<file path="src/rtl/intc_pkg.sv">
package intc_pkg;
   localparam int NUM_SRC = 3;
   localparam int SRC_WD  = 0;
   localparam int SRC_AL  = 1;
   localparam int SRC_PF  = 2;

   typedef struct packed {
      logic       wd_en;
      logic       al_en;
      logic       pf_en;
      logic       al_batt_en;
      logic       act_high;
      logic       pulse_mode;
      logic [1:0] rsvd;
   } intc_ctrl_t;
endpackage

</file>
<file path="src/rtl/intc_ctrl_reg.sv">
module intc_ctrl_reg
   import intc_pkg::*;
#(
   parameter logic [7:0] WRITE_MASK = 8'hFC
) (
   input  logic       clk,
   input  logic       rst_n,
   input  logic       we,
   input  logic [7:0] wdata,
   output intc_ctrl_t ctrl
);
   logic [7:0] reg_q;

   always_ff @(posedge clk or negedge rst_n) begin
      if (!rst_n)  reg_q <= '0;
      else if (we) reg_q <= wdata & WRITE_MASK;
   end

   assign ctrl = intc_ctrl_t'(reg_q);

   a_r1_rsvd_zero: assert property (@(posedge clk) disable iff (!rst_n)
      we |=> (reg_q & ~WRITE_MASK) == 8'h00);
endmodule

</file>
<file path="src/rtl/intc_flag_bank.sv">
module intc_flag_bank #(
   parameter int N = 3
) (
   input  logic         clk,
   input  logic         rst_n,
   input  logic [N-1:0] evt,
   input  logic         rd,
   output logic [N-1:0] flag_q
);
   if (N < 1) begin : g_bad_n
      $error("intc_flag_bank: N must be at least 1");
   end

   for (genvar i = 0; i < N; i++) begin : g_flag
      always_ff @(posedge clk or negedge rst_n) begin
         if (!rst_n)      flag_q[i] <= 1'b0;
         else if (evt[i]) flag_q[i] <= 1'b1;
         else if (rd)     flag_q[i] <= 1'b0;
      end

      a_r2_evt_sets: assert property (@(posedge clk) disable iff (!rst_n)
         evt[i] |=> flag_q[i]);
      a_r3_read_clears: assert property (@(posedge clk) disable iff (!rst_n)
         (rd && !evt[i]) |=> !flag_q[i]);
   end
endmodule

</file>
<file path="src/rtl/intc_pulse_timer.sv">
module intc_pulse_timer #(
   parameter int PULSE_TICKS = 7
) (
   input  logic clk,
   input  logic rst_n,
   input  logic load,
   input  logic tick,
   output logic busy
);
   localparam int CW = $clog2(PULSE_TICKS + 1);
   localparam logic [CW-1:0] LOAD_VAL = CW'(PULSE_TICKS);

   if (PULSE_TICKS < 1) begin : g_bad_ticks
      $error("intc_pulse_timer: PULSE_TICKS must be at least 1");
   end

   logic [CW-1:0] cnt_q;

   always_ff @(posedge clk or negedge rst_n) begin
      if (!rst_n)                        cnt_q <= '0;
      else if (load)                     cnt_q <= LOAD_VAL;
      else if (tick && cnt_q != '0)      cnt_q <= cnt_q - 1'b1;
   end

   assign busy = (cnt_q != '0);

   a_r9_reload: assert property (@(posedge clk) disable iff (!rst_n)
      load |=> cnt_q == LOAD_VAL);
   a_r9_hold_no_tick: assert property (@(posedge clk) disable iff (!rst_n)
      (!load && !tick) |=> $stable(cnt_q));
endmodule

</file>
<file path="src/rtl/intc_irq_out.sv">
module intc_irq_out
   import intc_pkg::*;
#(
   parameter int PULSE_TICKS = 7
) (
   input  logic       clk,
   input  logic       rst_n,
   input  logic       ctrl_we,
   input  logic [7:0] ctrl_wdata,
   output logic [7:0] ctrl_q,
   input  logic       wdog_evt,
   input  logic       alarm_evt,
   input  logic       pfail_evt,
   input  logic       on_battery,
   input  logic       flags_rd,
   input  logic       slow_tick,
   output logic [2:0] flags,
   output logic       irq_oe,
   output logic       irq_do
);
   intc_ctrl_t         ctrl;
   logic [NUM_SRC-1:0] evt_q;
   logic [NUM_SRC-1:0] en_vec;
   logic               fire;
   logic               lvl_q;
   logic               pulse_busy;
   logic               active;

   intc_ctrl_reg #(.WRITE_MASK(8'hFC)) u_ctrl (
      .clk(clk), .rst_n(rst_n), .we(ctrl_we), .wdata(ctrl_wdata), .ctrl(ctrl)
   );
   assign ctrl_q = ctrl;

   // Alarm is dropped entirely while on backup supply unless allowed.
   always_comb begin
      evt_q          = '0;
      evt_q[SRC_WD]  = wdog_evt;
      evt_q[SRC_AL]  = alarm_evt && (!on_battery || ctrl.al_batt_en);
      evt_q[SRC_PF]  = pfail_evt;
      en_vec         = '0;
      en_vec[SRC_WD] = ctrl.wd_en;
      en_vec[SRC_AL] = ctrl.al_en;
      en_vec[SRC_PF] = ctrl.pf_en;
   end

   assign fire = |(evt_q & en_vec);

   intc_flag_bank #(.N(NUM_SRC)) u_flags (
      .clk(clk), .rst_n(rst_n), .evt(evt_q), .rd(flags_rd), .flag_q(flags)
   );

   intc_pulse_timer #(.PULSE_TICKS(PULSE_TICKS)) u_pulse (
      .clk(clk), .rst_n(rst_n), .load(fire && ctrl.pulse_mode),
      .tick(slow_tick), .busy(pulse_busy)
   );

   always_ff @(posedge clk or negedge rst_n) begin
      if (!rst_n)                         lvl_q <= 1'b0;
      else if (fire && !ctrl.pulse_mode)  lvl_q <= 1'b1;
      else if (flags_rd)                  lvl_q <= 1'b0;
   end

   assign active = ctrl.pulse_mode ? pulse_busy : lvl_q;
   assign irq_oe = ctrl.act_high ? 1'b1 : active;
   assign irq_do = ctrl.act_high ? active : 1'b0;

   a_r8_level_hold: assert property (@(posedge clk) disable iff (!rst_n)
      (lvl_q && !flags_rd) |=> lvl_q);
   a_r5_alarm_blocked: assert property (@(posedge clk) disable iff (!rst_n)
      (on_battery && !ctrl.al_batt_en && alarm_evt && !flags[SRC_AL])
      |=> !flags[SRC_AL]);
   a_r4_enabled_fires: assert property (@(posedge clk) disable iff (!rst_n)
      (pfail_evt && ctrl.pf_en && !ctrl_we) |=> active);
   a_r7_od_low: assert property (@(posedge clk) disable iff (!rst_n)
      !ctrl.act_high |-> !irq_do);
endmodule

</file>
<file path="config.mk">
export PLATFORM = sky130hd
export DESIGN_NAME = intc_irq_out
export DESIGN_NICKNAME = d
export VERILOG_FILES = /design/src/rtl/intc_pkg.sv /design/src/rtl/intc_ctrl_reg.sv /design/src/rtl/intc_flag_bank.sv /design/src/rtl/intc_pulse_timer.sv /design/src/rtl/intc_irq_out.sv
export SDC_FILE = /design/constraint.sdc
export NUM_CORES = 1
export LEC_CHECK = 0
export ABC_AREA = 0
export ABC_CLOCK_PERIOD_IN_PS = 1500
export BUFFER_PORTS_ARGS = -buffer_cell sky130_fd_sc_hd__buf_4
export CAP_MARGIN = 25
export CORE_MARGIN = 3
export CORE_UTILIZATION = 43
export CTS_CLUSTER_SIZE = 10
export DETAILED_ROUTE_END_ITERATION = 8
export MAX_ROUTING_LAYER = met4
export PLACE_DENSITY = 0.83
export SYNTH_ARGS = -nofsm -noshare
export SYNTH_HDL_FRONTEND = slang
export SYNTH_SLANG_ARGS = --single-unit
</file>
<file path="constraint.sdc">
create_clock -name clk -period 1.5 [get_ports clk]
set_input_delay 0 -clock clk [delete_from_list [all_inputs] [get_ports clk]]
set_output_delay 0 -clock clk [all_outputs]
set_load 0.05 [all_outputs]
</file>
# Word-level counts from Yosys, hierarchy flattened
# Cells that the tools add are included.
[classes] mux=10 n_bitwise=1 n_reduce_logical=14 n_addsub=1
[ops] op="$reduce_bool 2->1" count=5
[ops] op="$mux 1" count=8
[ops] op="$mux 3" count=2
[ops] op="$logic_and 1x1->1" count=4
[ops] op="$and 3x3->3" count=1
[ops] op="$reduce_bool 3->1" count=1
[ops] op="$reduce_or 3->1" count=1
[ops] op="$sub 3x1->3 const B" count=1
[ops] op="$logic_not 1->1" count=2
[ops] op="$logic_or 1x1->1" count=1
[totals] wordCells=32 out_inout_bits=13 reg_bits=13

# Depth between registers and ports, before layout
[depth] word_depth=7 depth_mapped=5 mapped_depth_nobuf=5

# Hierarchy
# A second synthesis with hierarchy kept.
[hier_totals] hier_cells=51 area_unflattened_um2=660.6
[modules_own_cells] module="intc_ctrl_reg" n_inst=1 seq_area_each_um2=150.1 area_per_inst_um2=270.3 cells_each=16
[modules_own_cells] module="intc_pulse_timer" n_inst=1 seq_area_each_um2=75.1 area_per_inst_um2=188.9 cells_each=17
[modules_own_cells] module="intc_flag_bank" n_inst=1 seq_area_each_um2=75.1 area_per_inst_um2=101.3 cells_each=7
[modules_own_cells] module="intc_irq_out" n_inst=1 seq_area_each_um2=25.0 area_per_inst_um2=100.1 cells_each=11

# Worst setup path before layout
# OpenSTA, ideal clock, no wires.
[synth_path] path_kind="reg-to-output" start="register u_ctrl.reg_q[2] (netlist: u_ctrl.ctrl[2])" end="output port irq_do" path_stages_with_launch=3 arrival_ps=1539 path_slack_ps=-39 required_time_ps=1500 path_buffers=0 path_cell_list="dfrtp_1 -> mux2i_1 -> nor2b_1"
[synth_between] elab_chain_cells=2
[synth_lines] element="from (decl)" line_no="intc_ctrl_reg.sv:12" text="logic [7:0] reg_q;"
[synth_lines] element="from (signal assigned)" line_no="intc_ctrl_reg.sv:16" text="else if (we) reg_q <= wdata & WRITE_MASK;"
[synth_lines] element="$mux 1" line_no="intc_irq_out.sv:63" text="assign active = ctrl.pulse_mode ? pulse_busy : lvl_q;"
[synth_lines] element="$mux 1" line_no="intc_irq_out.sv:65" text="assign irq_do = ctrl.act_high ? active : 1'b0;"
[synth_lines] element="to (decl)" line_no="intc_irq_out.sv:19" text="output logic irq_do"
# No other way between the ends.

==> run metrics <==
Vias/cell a little over 5; max-cap violations 0; P per Cell Area 1101 mW/mm^2; top post-synthesis cells by area dfrtp_1 53%, mux2_2 9.1%, ha_1 4.1%; Antenna Diode Count 0; row count 13; hold path startpoint slow_tick; Num CTS Buffers 3; Fillers between 80 and 90; Setup crit end kind flop; Area Growth Syn to Fin 57.40%; leakage 0.4726 nW; clock latency at the later pin of the worst-skew pair about 0.26 ns; Post-Synthesis Cells around 50; flops & latches, synth 13; Crit-path slowest cell dlygate4sd3_1; IO Count 30; Max Fclk between 700 and 800 MHz; HP Class primary input to flop; synth warn 0; die area 0.001925 mm^2; Nets about 110; WP data required ~1.7 ns; Fin. Hold Viols 0; postcts setup bufs 0; WP data arrival ~1.6 ns; WS Path Type flop to flop; grt total ovfl 0; CP peak stage delay about 0.57 ns; routed via count 526; Clock Skews around 0.0036 ns; sequential fraction of the synthesis area between 50% and 60%; share of the synthesized area in the top cell type between 50% and 60%; unique cell type count in the Yosys netlist 22; Setup Viol. Count Final 0; Post-Syn Area per Cell 12.09 um^2; Total GRT Usage 17.21%; top cell type by total area after synthesis dfrtp_1; largest net degree at the start of global routing 14; vias in the first global route between 500 and 600; worst path cell trace inv_1, o21ai_0, dlygate4sd3_1; Initial Util a little under half; TNS Setup 0 ns; most common cell after layout, fill and taps aside buf_4; layout cells sized above 1 roughly 45%; CTS Root Cell clkbuf_4; die height ~44 um; core area ~0.0013 mm^2; outcome finished, final reports clean; first-pass GRT wire length roughly 2400 um; crit path from u_ctrl.ctrl[2]; initial antenna violation count 0; H-Tree Depth 1; Peak VDD IR roughly 0.64 mV; Detail Route Antenna Nets 0; clock sink count 13; Placer Congestion about 0.71; mapped cell area roughly 620 um^2; fin crit period 1.394 ns; post-route core utilization between 70% and 80%; Clock transition at path regs around 0.080 ns; WL final ~1400 um; highest-count cells in the layout ignoring fill and taps 25 x buf_4, 13 x dfrtp_1, 11 x dlygate4sd3_1; # DRC 0; Crit Path Max Fanout 4; worst r2r src u_ctrl.ctrl[2]; port bufs 25; maximum clock path buffer count 2; CTS tree yes; max-slew violation count 0; drt initial violations 5; Die Width between 40 and 50 um; Worst setup SP type flop; drt wl/cell roughly 14 um; TritonRoute pass-1 iters 4; RSZ-0062 raised after global routing no; Tcrit/Tclk final between 90% and 100%
==> cell families after synthesis <==
logic type / after synthesis / share of synthesized area (%)
other: 1 / 0.6079
buffers and inverters: 7 / 5.677
adder cells (fa/ha/maj): 2 / 4.056
multiplexers: 7 / 12.37
AND/OR/NAND/NOR: 9 / 9.127
AO/OA/AOI/OAI: 12 / 15.41
flip-flops: 13 / 52.74
==> Yosys cell counts (all sizes together) <==
cell type	n
and3	2
inv	4
a21oi	2
nor2b	1
o21ai	2
ha	2
dfrtp	13
a22o	2
mux2	5
a21o	2
o2bb2ai	1
mux2i	2
nand2b	3
nor2	1
nand2	2
buf	3
conb	1
a31oi	1
o22ai	2
==> per-layer routing <==
metal | vias up | share of wire [%] | global-route usage (%)
li1 | 252 | - | -
met1 | 254 | 42 | 19.11
met2 | 18 | 52 | 29.94
met3 | 2 | 5.2 | 4.149
met4 | 0 | 0.35 | 5.422
met5 | - | 0 | -
==> final cells by class <==
type                            count  area (um^2)  area share, %
Multi-Input combinational cell     32        287.8          29.64
Sequential cell                    13        325.3          33.51
Inverter                            4        15.01          1.546
Timing Repair Buffer               36        297.8          30.67
Clock buffer                        4        26.28          2.706
Tap cell                           15        18.77          1.933
==> worst max-delay path: cells and delay by family, from the launching register on <==
family | cells | cell delay [ns]
compound gates | 1 | 0.18
flops | 1 | 0.46
buf+inv | 2 | 0.69
==> registers in the layout, summed over array words and instances (netlist names) <==
register,flops
u_ctrl.ctrl,6
lvl_q,1
u_pulse.cnt_q,3
u_flags.flag_q,3
==> final timing paths <==
kind	end	slack, ns	depth (start not counted)
setup / recovery	u_ctrl.ctrl[2]	0.11	3
hold / removal	u_pulse.cnt_q[1]	0.04	3
setup reg to reg	u_ctrl.ctrl[2]	0.11	3
hold reg to reg	u_flags.flag_q[0]	0.50	1
max in group asynchronous	u_ctrl.ctrl[3]	1.23	2
min in group asynchronous	u_ctrl.ctrl[7]	0.11	2
==> where the power goes <==
group / internal [mW] / switching [mW]
Combinational: 0.177 / 0.233
Sequential: 0.405 / 0.0475
Clock: 0.103 / 0.104
==> timing repair <==
item	CTS	global route
endpoints found under the setup margin	2	2
hold buffers	11	0
resized for setup	3	3
pin swaps	0	1
hold endpoints to repair	22	0
==> through the flow <==
stage          area (um^2)  instances  power (mW)  hold slack [ns]  worst slack (ns)
2_1_floorplan        623.1         52      0.6989          -0.2956            0.1987
3_3_place_gp         809.5         89      0.7998          -0.1511            0.2889
3_5_place_dp         809.5         89      0.8110          -0.1499            0.2447
4_1_cts              960.9        104       1.053          0.02628           0.03071
5_1_grt              970.9        104       1.131          0.03754          0.006925
6_report             970.9        104       1.069          0.03689            0.1056
Power figures use the tool's default switching activity.
